===== src/rtl/pbus_pkg.sv =====
package pbus_pkg;

    typedef enum logic [3:0] {
        OP_CMD8  = 4'd0,
        OP_CMD16 = 4'd1,
        OP_DAT8  = 4'd2,
        OP_DAT16 = 4'd3,
        OP_FILL  = 4'd4,
        OP_PIXRD = 4'd5,
        OP_REG32 = 4'd6,
        OP_IDXWR = 4'd7,
        OP_IDXRD = 4'd8,
        OP_HWRST = 4'd9
    } op_e;

    typedef enum logic [2:0] {
        ST_IDLE, ST_WR, ST_TURN, ST_RD, ST_CSP, ST_RST, ST_DONE
    } st_e;

    typedef enum logic [1:0] {
        SP_IDLE, SP_LOW, SP_HIGH
    } strobe_ph_e;

    typedef enum logic [1:0] {
        RP_IDLE, RP_PRE, RP_LOW, RP_POST
    } rst_ph_e;

    typedef struct packed {
        op_e         op;
        logic [15:0] word;
        logic [15:0] data;
        logic        conv;
    } req_t;

    // number of write strobes a request issues before any read
    function automatic logic [16:0] wr_count(op_e op, logic [15:0] cnt);
        case (op)
            OP_CMD8, OP_DAT8, OP_REG32:  return 17'd1;
            OP_CMD16, OP_DAT16, OP_IDXRD: return 17'd2;
            OP_IDXWR:                    return 17'd4;
            OP_FILL:                     return {cnt, 1'b0};
            default:                     return 17'd0;
        endcase
    endfunction

    // number of read strobes, discarded read included
    function automatic logic [2:0] rd_count(op_e op, logic conv);
        case (op)
            OP_PIXRD: return conv ? 3'd4 : 3'd3;
            OP_REG32: return 3'd5;
            OP_IDXRD: return 3'd2;
            default:  return 3'd0;
        endcase
    endfunction

    function automatic logic has_dummy(op_e op);
        return (op == OP_PIXRD) || (op == OP_REG32);
    endfunction

    function automatic logic [7:0] wr_byte(op_e op, logic [15:0] word,
                                           logic [15:0] data, logic [1:0] k);
        case (op)
            OP_CMD16, OP_DAT16, OP_FILL: return k[0] ? word[7:0] : word[15:8];
            OP_IDXWR, OP_IDXRD: begin
                case (k)
                    2'd0:    return 8'h00;
                    2'd1:    return word[7:0];
                    2'd2:    return data[15:8];
                    default: return data[7:0];
                endcase
            end
            default: return word[7:0];
        endcase
    endfunction

    function automatic logic dc_level(op_e op, logic k1);
        case (op)
            OP_CMD8, OP_CMD16, OP_REG32: return 1'b0;
            OP_IDXWR, OP_IDXRD:          return k1;
            default:                     return 1'b1;
        endcase
    endfunction

endpackage


===== src/rtl/pbus_strobe.sv =====
module pbus_strobe
    import pbus_pkg::*;
#(
    parameter int T_LOW    = 2,
    parameter int T_HIGH   = 2,
    parameter int T_SAMPLE = 1
) (
    input  logic       clk,
    input  logic       rst,
    input  logic       start,
    input  logic       is_read,
    input  logic [7:0] din,
    output logic       wr_n,
    output logic       rd_n,
    output logic       done,
    output logic [7:0] rdata
);
    localparam int TMAX = (T_LOW > T_HIGH) ? T_LOW : T_HIGH;
    localparam int CW   = $clog2(TMAX + 1);

    strobe_ph_e    ph;
    logic [CW-1:0] cnt;
    logic          rd_q;

    always_ff @(posedge clk) begin
        if (rst) begin
            ph    <= SP_IDLE;
            cnt   <= '0;
            rd_q  <= 1'b0;
            rdata <= '0;
        end else begin
            case (ph)
                SP_IDLE: if (start) begin
                    ph   <= SP_LOW;
                    cnt  <= '0;
                    rd_q <= is_read;
                end
                SP_LOW: begin
                    if (rd_q && cnt == CW'(T_SAMPLE)) rdata <= din;
                    if (cnt == CW'(T_LOW - 1)) begin
                        ph  <= SP_HIGH;
                        cnt <= '0;
                    end else begin
                        cnt <= cnt + 1'b1;
                    end
                end
                SP_HIGH: begin
                    if (cnt == CW'(T_HIGH - 1)) ph <= SP_IDLE;
                    else                       cnt <= cnt + 1'b1;
                end
                default: ph <= SP_IDLE;
            endcase
        end
    end

    assign wr_n = !(ph == SP_LOW && !rd_q);
    assign rd_n = !(ph == SP_LOW && rd_q);
    assign done = (ph == SP_HIGH) && (cnt == CW'(T_HIGH - 1));

endmodule


===== src/rtl/pbus_rstseq.sv =====
module pbus_rstseq
    import pbus_pkg::*;
#(
    parameter int T_PRE  = 750000,
    parameter int T_LOW  = 100000,
    parameter int T_POST = 5000000
) (
    input  logic clk,
    input  logic rst,
    input  logic start,
    output logic rst_n,
    output logic done
);
    localparam int M1 = (T_PRE > T_LOW) ? T_PRE : T_LOW;
    localparam int TMAX = (M1 > T_POST) ? M1 : T_POST;
    localparam int CW = $clog2(TMAX + 1);

    rst_ph_e       ph;
    logic [CW-1:0] cnt;

    always_ff @(posedge clk) begin
        if (rst) begin
            ph  <= RP_IDLE;
            cnt <= '0;
        end else begin
            case (ph)
                RP_IDLE: if (start) begin
                    ph  <= RP_PRE;
                    cnt <= '0;
                end
                RP_PRE: if (cnt == CW'(T_PRE - 1)) begin
                    ph  <= RP_LOW;
                    cnt <= '0;
                end else cnt <= cnt + 1'b1;
                RP_LOW: if (cnt == CW'(T_LOW - 1)) begin
                    ph  <= RP_POST;
                    cnt <= '0;
                end else cnt <= cnt + 1'b1;
                RP_POST: if (cnt == CW'(T_POST - 1)) ph <= RP_IDLE;
                         else cnt <= cnt + 1'b1;
                default: ph <= RP_IDLE;
            endcase
        end
    end

    assign rst_n = (ph != RP_LOW);
    assign done  = (ph == RP_POST) && (cnt == CW'(T_POST - 1));

endmodule


===== src/rtl/pbus_master.sv =====
module pbus_master
    import pbus_pkg::*;
#(
    parameter int CNT_W      = 16,
    parameter int T_LOW      = 2,
    parameter int T_HIGH     = 2,
    parameter int T_SAMPLE   = 1,
    parameter int T_RST_PRE  = 750000,
    parameter int T_RST_LOW  = 100000,
    parameter int T_RST_POST = 5000000
) (
    input  logic             clk,
    input  logic             rst,
    input  logic             bus_en,
    input  logic             req_valid,
    output logic             req_ready,
    input  logic [3:0]       req_op,
    input  logic [15:0]      req_word,
    input  logic [15:0]      req_data,
    input  logic [CNT_W-1:0] req_count,
    input  logic             req_convert,
    output logic             busy,
    output logic             rsp_valid,
    output logic [31:0]      rsp_data,
    output logic             lcd_cs_n,
    output logic             lcd_dc,
    output logic             lcd_wr_n,
    output logic             lcd_rd_n,
    output logic             lcd_rst_n,
    output logic [7:0]       lcd_d_out,
    output logic             lcd_d_oe,
    input  logic [7:0]       lcd_d_in
);
    localparam int NW  = CNT_W + 1;
    localparam int CSW = $clog2(T_HIGH + 1);

    st_e            state;
    req_t           rq;
    logic [NW-1:0]  nwr_q, k;
    logic [2:0]     nrd_q, rk;
    logic           inflight;
    logic [31:0]    acc;
    logic [CSW-1:0] csp_cnt;

    op_e            op_in;
    logic [NW-1:0]  nwr_in;
    logic [2:0]     nrd_in;
    logic           accept, issue;
    logic           eng_done;
    logic [7:0]     eng_rdata;
    logic           rs_done;
    logic [31:0]    result;

    assign op_in     = op_e'(req_op);
    assign nwr_in    = NW'(wr_count(op_in, 16'(req_count)));
    assign nrd_in    = rd_count(op_in, req_convert);
    assign req_ready = (state == ST_IDLE);
    assign busy      = (state != ST_IDLE);
    assign accept    = req_valid && req_ready;
    assign issue     = (state == ST_WR || state == ST_RD) && !inflight;
    assign lcd_cs_n  = !bus_en || state == ST_CSP || state == ST_RST;

    pbus_strobe #(.T_LOW(T_LOW), .T_HIGH(T_HIGH), .T_SAMPLE(T_SAMPLE)) u_strobe (
        .clk(clk), .rst(rst), .start(issue), .is_read(state == ST_RD),
        .din(lcd_d_in), .wr_n(lcd_wr_n), .rd_n(lcd_rd_n),
        .done(eng_done), .rdata(eng_rdata)
    );

    pbus_rstseq #(.T_PRE(T_RST_PRE), .T_LOW(T_RST_LOW), .T_POST(T_RST_POST)) u_rstseq (
        .clk(clk), .rst(rst), .start(accept && op_in == OP_HWRST),
        .rst_n(lcd_rst_n), .done(rs_done)
    );

    always_comb begin
        case (rq.op)
            OP_PIXRD: result = rq.conv ? {16'h0, acc[23:19], acc[15:10], acc[7:3]}
                                       : {16'h0, acc[15:0]};
            OP_REG32: result = acc;
            OP_IDXRD: result = {16'h0, acc[15:0]};
            default:  result = '0;
        endcase
    end

    always_ff @(posedge clk) begin
        if (rst) begin
            state     <= ST_IDLE;
            rq        <= '0;
            nwr_q     <= '0;
            nrd_q     <= '0;
            k         <= '0;
            rk        <= '0;
            inflight  <= 1'b0;
            acc       <= '0;
            csp_cnt   <= '0;
            lcd_dc    <= 1'b1;
            lcd_d_oe  <= 1'b1;
            lcd_d_out <= '0;
            rsp_valid <= 1'b0;
            rsp_data  <= '0;
        end else begin
            rsp_valid <= 1'b0;
            case (state)
                ST_IDLE: if (accept) begin
                    rq       <= '{op: op_in, word: req_word, data: req_data, conv: req_convert};
                    nwr_q    <= nwr_in;
                    nrd_q    <= nrd_in;
                    k        <= '0;
                    rk       <= '0;
                    acc      <= '0;
                    inflight <= 1'b0;
                    if (op_in == OP_HWRST) begin
                        lcd_dc <= 1'b1;
                        state  <= ST_RST;
                    end else if (nwr_in != '0) begin
                        state <= ST_WR;
                    end else if (nrd_in != '0) begin
                        lcd_d_oe <= 1'b0;
                        state    <= ST_TURN;
                    end else begin
                        state <= ST_DONE;
                    end
                end
                ST_WR: begin
                    if (issue) begin
                        lcd_d_out <= wr_byte(rq.op, rq.word, rq.data, k[1:0]);
                        lcd_dc    <= dc_level(rq.op, k[1]);
                        inflight  <= 1'b1;
                    end else if (eng_done) begin
                        inflight <= 1'b0;
                        k        <= k + 1'b1;
                        if (k + 1'b1 == nwr_q) begin
                            lcd_dc <= 1'b1;
                            if (nrd_q != '0) begin
                                lcd_d_oe <= 1'b0;
                                state    <= ST_TURN;
                            end else begin
                                state <= ST_DONE;
                            end
                        end
                    end
                end
                ST_TURN: state <= ST_RD;
                ST_RD: begin
                    if (issue) begin
                        inflight <= 1'b1;
                    end else if (eng_done) begin
                        inflight <= 1'b0;
                        rk       <= rk + 1'b1;
                        if (!(has_dummy(rq.op) && rk == '0))
                            acc <= {acc[23:0], eng_rdata};
                        if (rk + 1'b1 == nrd_q) begin
                            lcd_d_oe <= 1'b1;
                            csp_cnt  <= '0;
                            state    <= (rq.op == OP_REG32) ? ST_CSP : ST_DONE;
                        end
                    end
                end
                ST_CSP: begin
                    if (csp_cnt == CSW'(T_HIGH - 1)) state <= ST_DONE;
                    else csp_cnt <= csp_cnt + 1'b1;
                end
                ST_RST: if (rs_done) state <= ST_DONE;
                ST_DONE: begin
                    rsp_valid <= (nrd_q != '0);
                    rsp_data  <= result;
                    state     <= ST_IDLE;
                end
                default: state <= ST_IDLE;
            endcase
        end
    end

endmodule


===== config.mk =====
export PLATFORM = sky130hd
export DESIGN_NAME = pbus_master
export DESIGN_NICKNAME = d
export VERILOG_FILES = /design/src/rtl/pbus_pkg.sv /design/src/rtl/pbus_strobe.sv /design/src/rtl/pbus_rstseq.sv /design/src/rtl/pbus_master.sv
export SDC_FILE = /design/constraint.sdc
export NUM_CORES = 1
export LEC_CHECK = 0
export BUFFER_PORTS_ARGS = -buffer_cell sky130_fd_sc_hd__buf_4
export CAP_MARGIN = 15
export CELL_PAD_IN_SITES_DETAIL_PLACEMENT = 1
export CELL_PAD_IN_SITES_GLOBAL_PLACEMENT = 2
export CORE_MARGIN = 3
export CORE_UTILIZATION = 36
export CTS_BUF_LIST = sky130_fd_sc_hd__clkbuf_4
export DETAILED_ROUTE_END_ITERATION = 8
export GPL_TIMING_DRIVEN = 0
export PLACE_DENSITY_LB_ADDON = 0.1
export REMOVE_ABC_BUFFERS = 1
export SYNTH_ARGS = -nofsm -noshare
export SYNTH_HDL_FRONTEND = slang
export SYNTH_SLANG_ARGS = --single-unit

===== constraint.sdc =====
create_clock -name clk -period 3.45 [get_ports clk]
set_input_delay 0.1725 -clock clk [delete_from_list [all_inputs] [get_ports clk]]
set_output_delay 0.1725 -clock clk [all_outputs]
set_load 0.05 [all_outputs]

# After elaboration in Yosys (flattened, before gate mapping)
# Cells that the tools add are included.
dict set report word_totals {
  reg_bits 196
  inputBits 65
  out_inout_bits 49
}
dict set report classes {
  n_addsub 5
  eq_ne 65
  mux 82
  n_bitwise 1
  n_reduce_logical 58
}
# op n
set op_table {}
lappend op_table {{$mux 32} 4}
lappend op_table {{$pmux 32 s3} 1}
lappend op_table {{$mux 23} 4}
lappend op_table {{$pmux 23 s4} 1}
lappend op_table {{$pmux 17 s4} 1}
lappend op_table {{$pmux 32 s2} 1}
lappend op_table {{$mux 17} 3}
lappend op_table {{$mux 3} 17}
lappend op_table {{$pmux 17 s2} 1}
lappend op_table {{$eq 4x3->1 const B} 8}
lappend op_table {{$mux 2} 15}
lappend op_table {{$ne 2x2->1 const B} 14}
lappend op_table {{$ne 2x1->1 const B} 12}
lappend op_table {{$pmux 8 s3} 1}
lappend op_table {{$add 23x1->23 const B} 1}
lappend op_table {{$eq 23x17->1 const B} 1}
lappend op_table {{$eq 23x20->1 const B} 1}
lappend op_table {{$eq 23x23->1 const B} 1}
lappend op_table {{$mux 1} 19}
lappend op_table {{$pmux 3 s6} 1}
lappend op_table {{$add 17x1->17 const B} 1}
lappend op_table {{$eq 17x17->1} 1}
lappend op_table {{$reduce_bool 17->1} 1}
lappend op_table {{$mux 16} 1}
lappend op_table {{40 further kinds} 100}

# Depth between registers and ports, before layout
# Gate-level depths: netlist of run 1.
dict set report depth {
  ltp_word 8
  mapped_depth 10
}

# By module
# From an unflattened synthesis of run 1, not the netlist that was laid out.
dict set report unflattened {
  hier_cells 1228
  area_unflattened_um2 9715.6
}
# module n_inst cells_per_inst area_each_um2
set by_module_without_submodules {}
lappend by_module_without_submodules {pbus_master 1 968 7425.9}
lappend by_module_without_submodules {pbus_rstseq 1 189 1579.0}
lappend by_module_without_submodules {pbus_strobe 1 71 710.7}

# Least setup slack after synthesis of run 1
# OpenSTA, ideal clock, no wires.
dict set report synth_timing {
  kind {reg2reg}
  startpoint {reg k[1]}
  endpoint {reg lcd_d_oe}
  setup_ns 0.120
  arrival_time_ns 2.889
  setup_slack_ns 0.441
  stages_incl_launch_ff 9
  synth_period_minus_slack_ns 3.009
  cell_sequence {dfxtp_1 ha_1 or3b_1 a2111oi_1 a311oi_1 or4_1 or4_4 and2_4 a211o_1}
}
dict set report synth_via {
  elab_chain_cells 4
}
# item line_no
set synth_lines {}
lappend synth_lines {{from (decl)} pbus_master.sv:39} ;# logic [NW-1:0] nwr_q, k;
lappend synth_lines {{from (signal assigned)} pbus_master.sv:130} ;# k <= k + 1'b1;
lappend synth_lines {{$add 17x1->17} pbus_master.sv:131} ;# if (k + 1'b1 == nwr_q) begin
lappend synth_lines {{$eq 17x17->1} pbus_master.sv:131}
lappend synth_lines {{$ne 2x1->1 (no source line)} -}
lappend synth_lines {{$reduce_and 12->1 (no source line)} -}
lappend synth_lines {{to (signal assigned)} pbus_master.sv:117} ;# lcd_d_oe <= 1'b0;
lappend synth_lines {{to (signal assigned)} pbus_master.sv:134} ;# lcd_d_oe <= 1'b0;
lappend synth_lines {{to (signal assigned)} pbus_master.sv:152} ;# lcd_d_oe <= 1'b1;
lappend synth_lines {{to (decl)} pbus_master.sv:31} ;# output logic lcd_d_oe,
# No other way between the ends.
# A chain may end at the register's enable or synchronous reset.

# Final worst setup path of run 1
# Ends and elaborated chain as after synthesis.

==> results of run 1 <==
worst paths after layout:
kind / start / to / slack (ns) / depth (start not counted)
max: k[1] / lcd_d_oe / 0.25 / 8
min reg2reg: u_strobe.rdata[4] / acc[4] / 0.46 / 2
min: req_valid / inflight / 0.13 / 4
max reg2reg: k[1] / lcd_d_oe / 0.25 / 8
state kept, by name, summed over array words and instances, names as in the netlist, 2 cells and up:
register and count:
state 3, rsp_data 32, u_strobe.ph 2, rq 37
nrd_q 3, lcd_d_out 8, k 17, acc 32
csp_cnt 2, u_strobe.rdata 8, u_rstseq.ph 2, rk 3
u_strobe.cnt 2, u_rstseq.cnt 23, nwr_q 17
cells by family (layout without fill, tap and decap cells):
| family | count (synthesis) | in the layout | share of synthesized area (%) |
|---|---|---|---|
| AND/OR/NAND/NOR | 515 | 517 | 26.34 |
| XOR/XNOR | 40 | 40 | 3.872 |
| AO/OA/AOI/OAI | 286 | 286 | 19.18 |
| adder cells (fa/ha/maj) | 18 | 18 | 2.387 |
| flip-flops | 196 | 196 | 41.59 |
| buffers and inverters | 106 | 243 | 4.933 |
| multiplexers | 16 | 16 | 1.711 |
| other | 0 | 1 | 0 |
what timing repair did:
action / in CTS / in global routing
setup buffers: 0 / 0
pin swaps: 1 / 1
gates cloned: 0 / 2
endpoints found under the hold margin: 70 / 0
gates resized for setup: 1 / 6
hold buffers: 61 / 0
endpoints found under the setup margin: 4 / 33
where the power goes:
part	switching (uW)	internal [uW]
combinational	1500	768
sequential	251	2480
clock	1050	394
final cells by class:
| type | count | area share [%] |
|---|---|---|
| tap | 330 | 3.581 |
| clock buffer | 17 | 1.107 |
| multi-input combinational | 877 | 44.48 |
| timing repair buffer | 187 | 14.02 |
| antenna | 1 | 0.02170 |
| inverter | 24 | 0.7812 |
| sequential | 196 | 34.05 |
| clock inverter | 15 | 1.964 |
worst min-delay path, cell delays in order:
cell and delay (ns):
sky130_fd_sc_hd__buf_4 0.16, sky130_fd_sc_hd__a21oi_1 0.10, sky130_fd_sc_hd__o21ai_0 0.18, sky130_fd_sc_hd__a21oi_1 0.07
through the flow:
stage | worst slack, ns | util [%] | hold WS [ns] | power [uW]
floorplan | -0.5089 | - | 0.2416 | 4078
global placement | -1.636 | 40.52 | 0.4025 | 4824
detailed placement | -0.2086 | 41.26 | 0.4129 | 4945
CTS | 0.009107 | 45.07 | 0.01561 | 6461
global route | 0.02543 | 45.27 | 0.1072 | 6852
finish | 0.2457 | 45.27 | 0.1302 | 6440
layer usage:
metal  vias to the layer above  global-route usage [%]
li1                       4428                       -
met1                      4432                   28.37
met2                       137                   32.59
met3                        13                   3.287
met4                         0                   3.344
met5                         -                       0
layout by cell type, fill, tap and decap left out, types with 7 or more instances in the layout:
cell type / instances
sky130_fd_sc_hd__nand4_1: 17
sky130_fd_sc_hd__xnor2_1: 23
sky130_fd_sc_hd__o21ai_0: 36
sky130_fd_sc_hd__nand3_1: 48
sky130_fd_sc_hd__and2_1: 7
sky130_fd_sc_hd__dfxtp_1: 194
sky130_fd_sc_hd__a21oi_1: 120
sky130_fd_sc_hd__inv_1: 24
sky130_fd_sc_hd__a221oi_1: 25
sky130_fd_sc_hd__nor3_1: 34
sky130_fd_sc_hd__a22oi_1: 44
sky130_fd_sc_hd__nor2_1: 161
sky130_fd_sc_hd__or3_1: 15
sky130_fd_sc_hd__clkbuf_4: 17
sky130_fd_sc_hd__nor2b_1: 11
sky130_fd_sc_hd__nand3b_1: 9
sky130_fd_sc_hd__buf_4: 117
sky130_fd_sc_hd__nand2_1: 149
sky130_fd_sc_hd__nand2b_1: 10
sky130_fd_sc_hd__xor2_1: 16
sky130_fd_sc_hd__ha_1: 17
sky130_fd_sc_hd__dlygate4sd3_1: 61
sky130_fd_sc_hd__a211oi_1: 15
sky130_fd_sc_hd__a31oi_1: 10
sky130_fd_sc_hd__mux2i_1: 15
==> impl_summary.md, run 1 <==
CTS
Buffers inserted during clock tree synthesis total 17. Counting along the longest clock path gives a buffer depth of 2. For the worst-skew pair, the clock arrives at the later sink with an insertion delay of 0.61 ns. The clock tree root buffer cell is sky130_fd_sc_hd__clkbuf_4. Clock-pin slew was measured on the worst setup and hold paths at 0.18 ns. Counting every sink on the clock net gives 196.

TritonCTS built the clock tree. The H-tree depth reported by CTS is 4.

Finish
Across the whole layout, storage elements account for 3926 sq um. The relative area change from synthesis to final layout is 22.21%. Counting the fill cells in the layout gives 3077. The number of nets in the finished design is 1386.

The multi-input logic area is 5129 sq um. In the final layout, the share of cells above drive strength 1 is 14.67%. After routing the design area is 11530 sq um. The post-layout instance count excluding filler cells is 1647.

Route
The routed layout has 9010 vias. The first-iteration detailed-routing DRC count is 509. The highest metal layer used by the detailed router is met4. Dividing the detail-routed via count by the number of cells gives 5.471. The final layout contains routed wiring with a total length of 29.14 mm. The residual DRC count is 0. The detailed-route wire length on metal 1 is 14.41 mm. The first TritonRoute pass finished after 5 iterations. The per-cell routed wire length is 17.70 um. The number of nets with antenna violations after detailed routing is 0. Wire segments on met2 add up to 13.56 mm in the final route.

The routed wire length on met3 is 945 um.

Global route
The initial antenna violation count is 1. The pin count of the biggest net entering global routing is 99. Global routing used 19.99% of the available tracks. The first global-routing pass estimated 47.26 mm of wire. Global routing finished with a remaining overflow of 0. The number of global-route vias before repair is 8874.

STA
Counting I/O delays and the setup requirement, the final critical path takes 3.204 ns. The worst slew margin relative to its limit is 35.21%. The achievable clock frequency is 312.1 MHz. For the pin with the worst max-slew slack, the measured transition is 0.9719 ns. After layout, the worst path uses 92.88% of the clock period. The number of slew-limit violations in the final report is 0. The sum of negative setup slack is 0 ns. Setup repair after global routing left no endpoint under its margin.

The clock arrives with 0.03816 ns of skew. The number of hold-slack violations in the final timing report is 0. The final setup violation count is 0.

Place
Including well taps, the total number of placed cells is 1550. The global placer's final weighted congestion is 0.8579. Detailed placement ended at an HPWL of 18.87 mm. Buffers placed on the I/O ports in this run total 113.

The cell area after placement is 10510 sq um.

Floorplan
The floorplan step defined a core boundary enclosing 25470 sq um. The die width is 167.9 um. For this configuration, the core starts out at a cell density of 37.04%. The die is 167.9 um tall. The boundary pin count is 114.

The die covers 28190 sq um. The row count is 58.

Synthesis
In this run the biggest area consumer among cell types represents 41.59% of the synthesized area. The post-synthesis register bit count is 196. Yosys mapped a number of flops with a built-in enable equal to 0. The cell type with the highest aggregate area in the netlist is sky130_fd_sc_hd__dfxtp_1.

Each instance of the synthesized netlist takes up on average 8.016 sq um. After synthesis, flip-flops and latches occupy 41.59% of the total area. After synthesis, the most frequently instantiated cells are 196 x sky130_fd_sc_hd__dfxtp_1, 162 x sky130_fd_sc_hd__nor2_1, 149 x sky130_fd_sc_hd__nand2_1. Among all flip-flop cells after synthesis, the most frequent one is sky130_fd_sc_hd__dfxtp_1. The number of different library cells used by synthesis comes to 76. The fraction of registers with async set or reset after synthesis is 0%. Counting every instance in the synthesized netlist gives 1177. The most frequent cell after synthesis is sky130_fd_sc_hd__dfxtp_1. The number of warning messages in the yosys log is 0.

By area the synthesized netlist is led by sky130_fd_sc_hd__dfxtp_1 42%, sky130_fd_sc_hd__nor2_1 6.4%, sky130_fd_sc_hd__a21oi_1 6.4%, sky130_fd_sc_hd__nand2_1 5.9%, sky130_fd_sc_hd__a22oi_1 3.5%. The mapped netlist covers 9435 sq um.

Critical path
The critical path is of the reg2reg type. Among all stages on the critical path, the largest delay is contributed by sky130_fd_sc_hd__or4_1. Along the worst path, the maximum fanout reaches 8.

On the critical path the largest part of the delay comes from simple AND/OR/NAND/NOR gates. The worst setup path is launched from a flop. Data arrives at the worst endpoint at 3.70 ns.

STA classifies the critical path endpoint as a flop. The required time at the endpoint of the critical path is 3.95 ns. On the worst path, the slowest cell contributes a delay of 0.54 ns. The critical path goes through ha_2, or3b_1, a2111oi_1, a311oi_1, or4_1, or4_4, and2_4, a211o_1. The total buffers and inverters traversed by the critical path is 0.

Power
Dividing total power by cell area gives a power density of 558.5 nW/um^2. The leakage power figure is 0.004248 uW. The worst supply voltage drop on vdd is 0.2856 mV.

Min path
The path class of the lowest-slack min-delay path is in2reg.

Job
Max-cap violations in this run came to 0.

Run status
The flow ran to the end, and the final reports show no timing, DRC or antenna violations.
(Power assumes the default switching activity.)
==> inputs of run 2 (changes only) <==
--- a/config.mk
+++ b/config.mk
@@ -6,4 +6,5 @@
 export NUM_CORES = 1
 export LEC_CHECK = 0
+export ABC_AREA = 1
 export BUFFER_PORTS_ARGS = -buffer_cell sky130_fd_sc_hd__buf_4
 export CAP_MARGIN = 15
@@ -11,5 +12,5 @@
 export CELL_PAD_IN_SITES_GLOBAL_PLACEMENT = 2
 export CORE_MARGIN = 3
-export CORE_UTILIZATION = 36
+export CORE_UTILIZATION = 34
 export CTS_BUF_LIST = sky130_fd_sc_hd__clkbuf_4
 export DETAILED_ROUTE_END_ITERATION = 8
==> constraint.sdc (replaced) <==
create_clock -name clk -period 3.45 [get_ports clk]
set_input_delay 0.69 -clock clk [delete_from_list [all_inputs] [get_ports clk]]
set_output_delay 0.69 -clock clk [all_outputs]
set_load 0.05 [all_outputs]
==> run 2 against run 1 <==
  * Count of clock-buffer cells in the layout stayed put
  * First-iteration DRC count is 1.6% lower
  * Critical path depth is 3 higher
  * Worst hold slack gained 0.16 ns
  * Sequential share of layout area grew 0.37 points
  * Critical endpoint is now acc[9]
  * Largest cell class unchanged
  * Largest power group is now combinational cells
==> impl_summary.md, run 2 <==
Run status
The flow ran to the end, and the final reports show no timing, DRC or antenna violations.

Floorplan
The die width is 176.7 um. The initial utilization of the core area, before any placement, comes to 35.08%. The boundary pin count is 114. In this run the standard cell core region covers 28240 sq um. The floorplan step set the die height to 176.7 um.

The die covers 31220 sq um. The row count is 61.

Finish
Cells fill 40.37% of the core in the end. The flip-flop count of the largest register, all copies and words added is 37. The register containing the most flip-flops in the final layout is rq. The fill cell total of the finished layout is 3621. The number of nets in the finished design is 1595.

In the final layout, the share of cells above drive strength 1 is 13.18%. The relative area change from synthesis to final layout is 15.07%. In the final layout, the registers with the most flip-flops are rq: 37 flops, acc: 32 flops, rsp_data: 32 flops.

The library cell used most frequently in the layout, excluding fill and tap cells, is sky130_fd_sc_hd__nand2_1. In the layout the commonest cells are 329 x sky130_fd_sc_hd__nand2_1, 196 x sky130_fd_sc_hd__dfxtp_1, 165 x sky130_fd_sc_hd__a21oi_1. The post-layout instance count excluding filler cells is 1904. The cell area after layout is 11400 sq um.

Power
Combinational cells account for 41.9% of the total power. IR analysis of the VDD net gives a maximum drop of 0.2702 mV. For this design the ratio of total power to cell area is 643.6 nW/um^2. The sequential power share is 39.3%. The cell internal power dissipation is 3835 uW. In this run the static leakage power is 0.004240 uW.

In this run switching power makes up 47.73% of total power. The switching power is 3502 uW. The clock network is responsible for 18.7% of the overall power.

Critical path
For the worst flop-to-flop path, the logic depth is 11. The required time at the endpoint of the critical path is 3.92 ns. The startpoint identified for the worst register-to-register timing path is state[0].

The reg2reg setup slack is 0.41 ns. The type of the worst setup path is reg2reg. STA classifies the critical path endpoint as a flop.

STA classifies the critical path startpoint as a flop. The worst-path maximum fanout is 48. Among all stages on the critical path, the largest delay is contributed by sky130_fd_sc_hd__nor2_4. STA puts the critical path data arrival time at 3.51 ns. The most critical setup path has its endpoint at acc[9].

The most frequent cell on the critical path is sky130_fd_sc_hd__inv_2. The signal on the critical path passes through inv_2, nor2_4, inv_2, nor2_4, inv_2, o21ai_2, nand2_2, nor2_4, inv_2, a21oi_1, a211oi_1. The delay of the slowest cell on the worst path is 0.47 ns. The critical path startpoint is state[0]. The endpoint of the worst register-to-register path is acc[9].

STA
Counting I/O delays and the setup requirement, the final critical path takes 3.044 ns. For this run, the top clock speed supported by timing is 328.5 MHz. Measured against its own limit, the worst slew margin works out to 25.04%. For the final routed database, the setup TNS stands at 0 ns. The number of hold-slack violations in the final timing report was 0. The measured slew at the worst slew-check pin is 1.123 ns.

Between clock sinks in the finished design, the worst skew comes to 0.05359 ns. Setup repair after global routing left no endpoint under its margin. The number of slew-limit violations in the final report is 0. Setup violations remaining at the end of the flow were counted as 0.

The worst path uses 88.23% of the clock period.

CTS
Clock tree synthesis inserted a total of 17 buffers. The H-tree was split into 4 levels. The buffer depth of the longest clock path is 2.

After clock tree synthesis, the flow added hold-fix buffers numbering 0. The number of sinks on the clock net is 196. The clock tree root buffer cell is sky130_fd_sc_hd__clkbuf_4. The TritonCTS clock tree is done.

The clock edge transition at the registers on the reported setup and hold paths is 0.21 ns. The clock reaches the later pin of the worst-skew pair after 0.62 ns.

Job
The tool flagged a number of max-cap violations equal to 0.

Global route
The global-route wire length before repair is 50.10 mm. The global router's overall resource usage is 19.70%. The number of global-route vias before repair is 9636. The initial antenna violation count came to 1. The met3 usage is 2.853%.

Global routing consumed, on the met1 layer, 26.38% of the routing resources. The met2 track utilization from global routing is 34.27%. Entering global routing, the biggest net connects 74 pins. For this run the aggregate overflow at the end of global routing stands at 0. The layer with the highest usage is met2.

Synthesis
The sequential share of the synthesized area is 39.61%. The count of flip-flops with a built-in enable after synthesis is 0. Yosys mapped the design onto 48 distinct sky130hd cell types.

The most frequent cell after synthesis is sky130_fd_sc_hd__nand2_1. Synthesis produced 1437 cells. The fraction of synthesized cell area taken by the top area cell type is 39.61%. In the post-synthesis netlist, the biggest area contributors are sky130_fd_sc_hd__dfxtp_1 40%, sky130_fd_sc_hd__nand2_1 13%, sky130_fd_sc_hd__a21oi_1 8.3%, sky130_fd_sc_hd__o21ai_0 6.3%, sky130_fd_sc_hd__inv_1 5.9%.

The number of warning messages in the yosys log is 0. The post-synthesis register bit count is 196. Of all flip-flops after synthesis, the portion carrying an async set or reset was 0%. The synthesized area per cell is 6.894 sq um. The cell type with the highest aggregate area in the netlist is sky130_fd_sc_hd__dfxtp_1. In the synthesized netlist, the cells that appear most often are 330 x sky130_fd_sc_hd__nand2_1, 196 x sky130_fd_sc_hd__dfxtp_1, 165 x sky130_fd_sc_hd__a21oi_1. In this run the cell area of the synthesized design comes to 9907 sq um. For this run, the leading register cell type out of synthesis is sky130_fd_sc_hd__dfxtp_1.

Place
The global placer's final weighted congestion is 0.8384. The quantity of I/O buffers inserted on ports is 113. The final HPWL from detailed placement is 20.81 mm. After detailed placement, the total cell area comes to 11010 sq um. The number of instances in the placed design is 1865.

Route
The first-iteration detailed-routing DRC count is 501. The first TritonRoute pass finished after 5 iterations. The per-cell routed wire length is 16.10 um. For this block, the routed nets add up to 30.66 mm of wire. Once detail routing completed, the nets flagged for antenna violations numbered 0. Using the TritonRoute via totals, the vias-per-cell ratio works out to 5.080.

The residual DRC count is 0. The number of vias after detailed routing is 9673.

Min path
The path class of the lowest-slack min-delay path is in2reg. The startpoint identified for the worst hold timing path is req_word[12].
==> run 2: repair_timing <==
action	4_1_cts	5_1_grt
pin swaps	2	2
cloned	2	1
buffers inserted	0	2
resized for setup	0	2
setup endpoints to repair	11	16
==> run 2: cell type report <==
class                      instances  area (sq um)  area share (%)
multi-input combinational       1010          5100           44.74
sequential                       196          3924           34.42
timing repair buffer             119         950.9           8.342
inverter                         168         634.4           5.565
tap                              378         473.0           4.149
clock inverter                    15         187.7           1.646
clock buffer                      17         127.6           1.120
antenna                            1         2.502         0.02195
==> run 2: how the worst min path moves through the flow <==
stage,depth (start not counted),to
2_1_floorplan,2,u_strobe.rdata[0]
3_3_place_gp,2,u_strobe.rdata[7]
3_5_place_dp,2,u_strobe.rdata[6]
4_1_cts,3,rq[29]
5_1_grt,3,rq[28]
6_report,3,rq[29]
==> run 2: power by group through the flow <==
stage / clock network (uW) / logic [uW] / registers, uW
floorplan: 0 / 1940 / 3000
global placement: 0 / 2960 / 2920
detailed placement: 0 / 3020 / 2930
CTS: 1440 / 3080 / 2890
global route: 1530 / 3460 / 2940
finish: 1370 / 3080 / 2890
==> run 2: cell families after synthesis <==
| group | share of synthesized area (%) |
|---|---|
| fa+ha+maj | 2.273 |
| compound gates | 19.55 |
| buf+inv | 9.245 |
| simple gates | 27.95 |
| flops | 39.61 |
| xor+xnor | 1.377 |
==> run 2: per-stage QoR <==
stage | hold slack, ns | setup slack (ns) | total power [uW]
after CTS | 0.2409 | 0.08046 | 7410
after global placement | 0.4364 | -0.8984 | 5886
after floorplan | 0.4259 | 0.5953 | 4937
final | 0.2950 | 0.4059 | 7337
after detailed placement | 0.4382 | -0.2682 | 5955
after global routing | 0.2357 | 0.06307 | 7929
==> run 2: worst max-delay path, delay by kind of cell (launching register included) <==
family	cells	cell delay, ns
simple gates	4	1.13
flops	1	0.41
compound gates	3	0.59
buf+inv	4	0.78
==> run 2: layer usage <==
metal / vias to the layer above / share of wire, %
met3: 10 / 2.6
met1: 4615 / 48
met2: 112 / 48
met4: 0 / 0.66
li1: 4936 / -
met5: - / 0
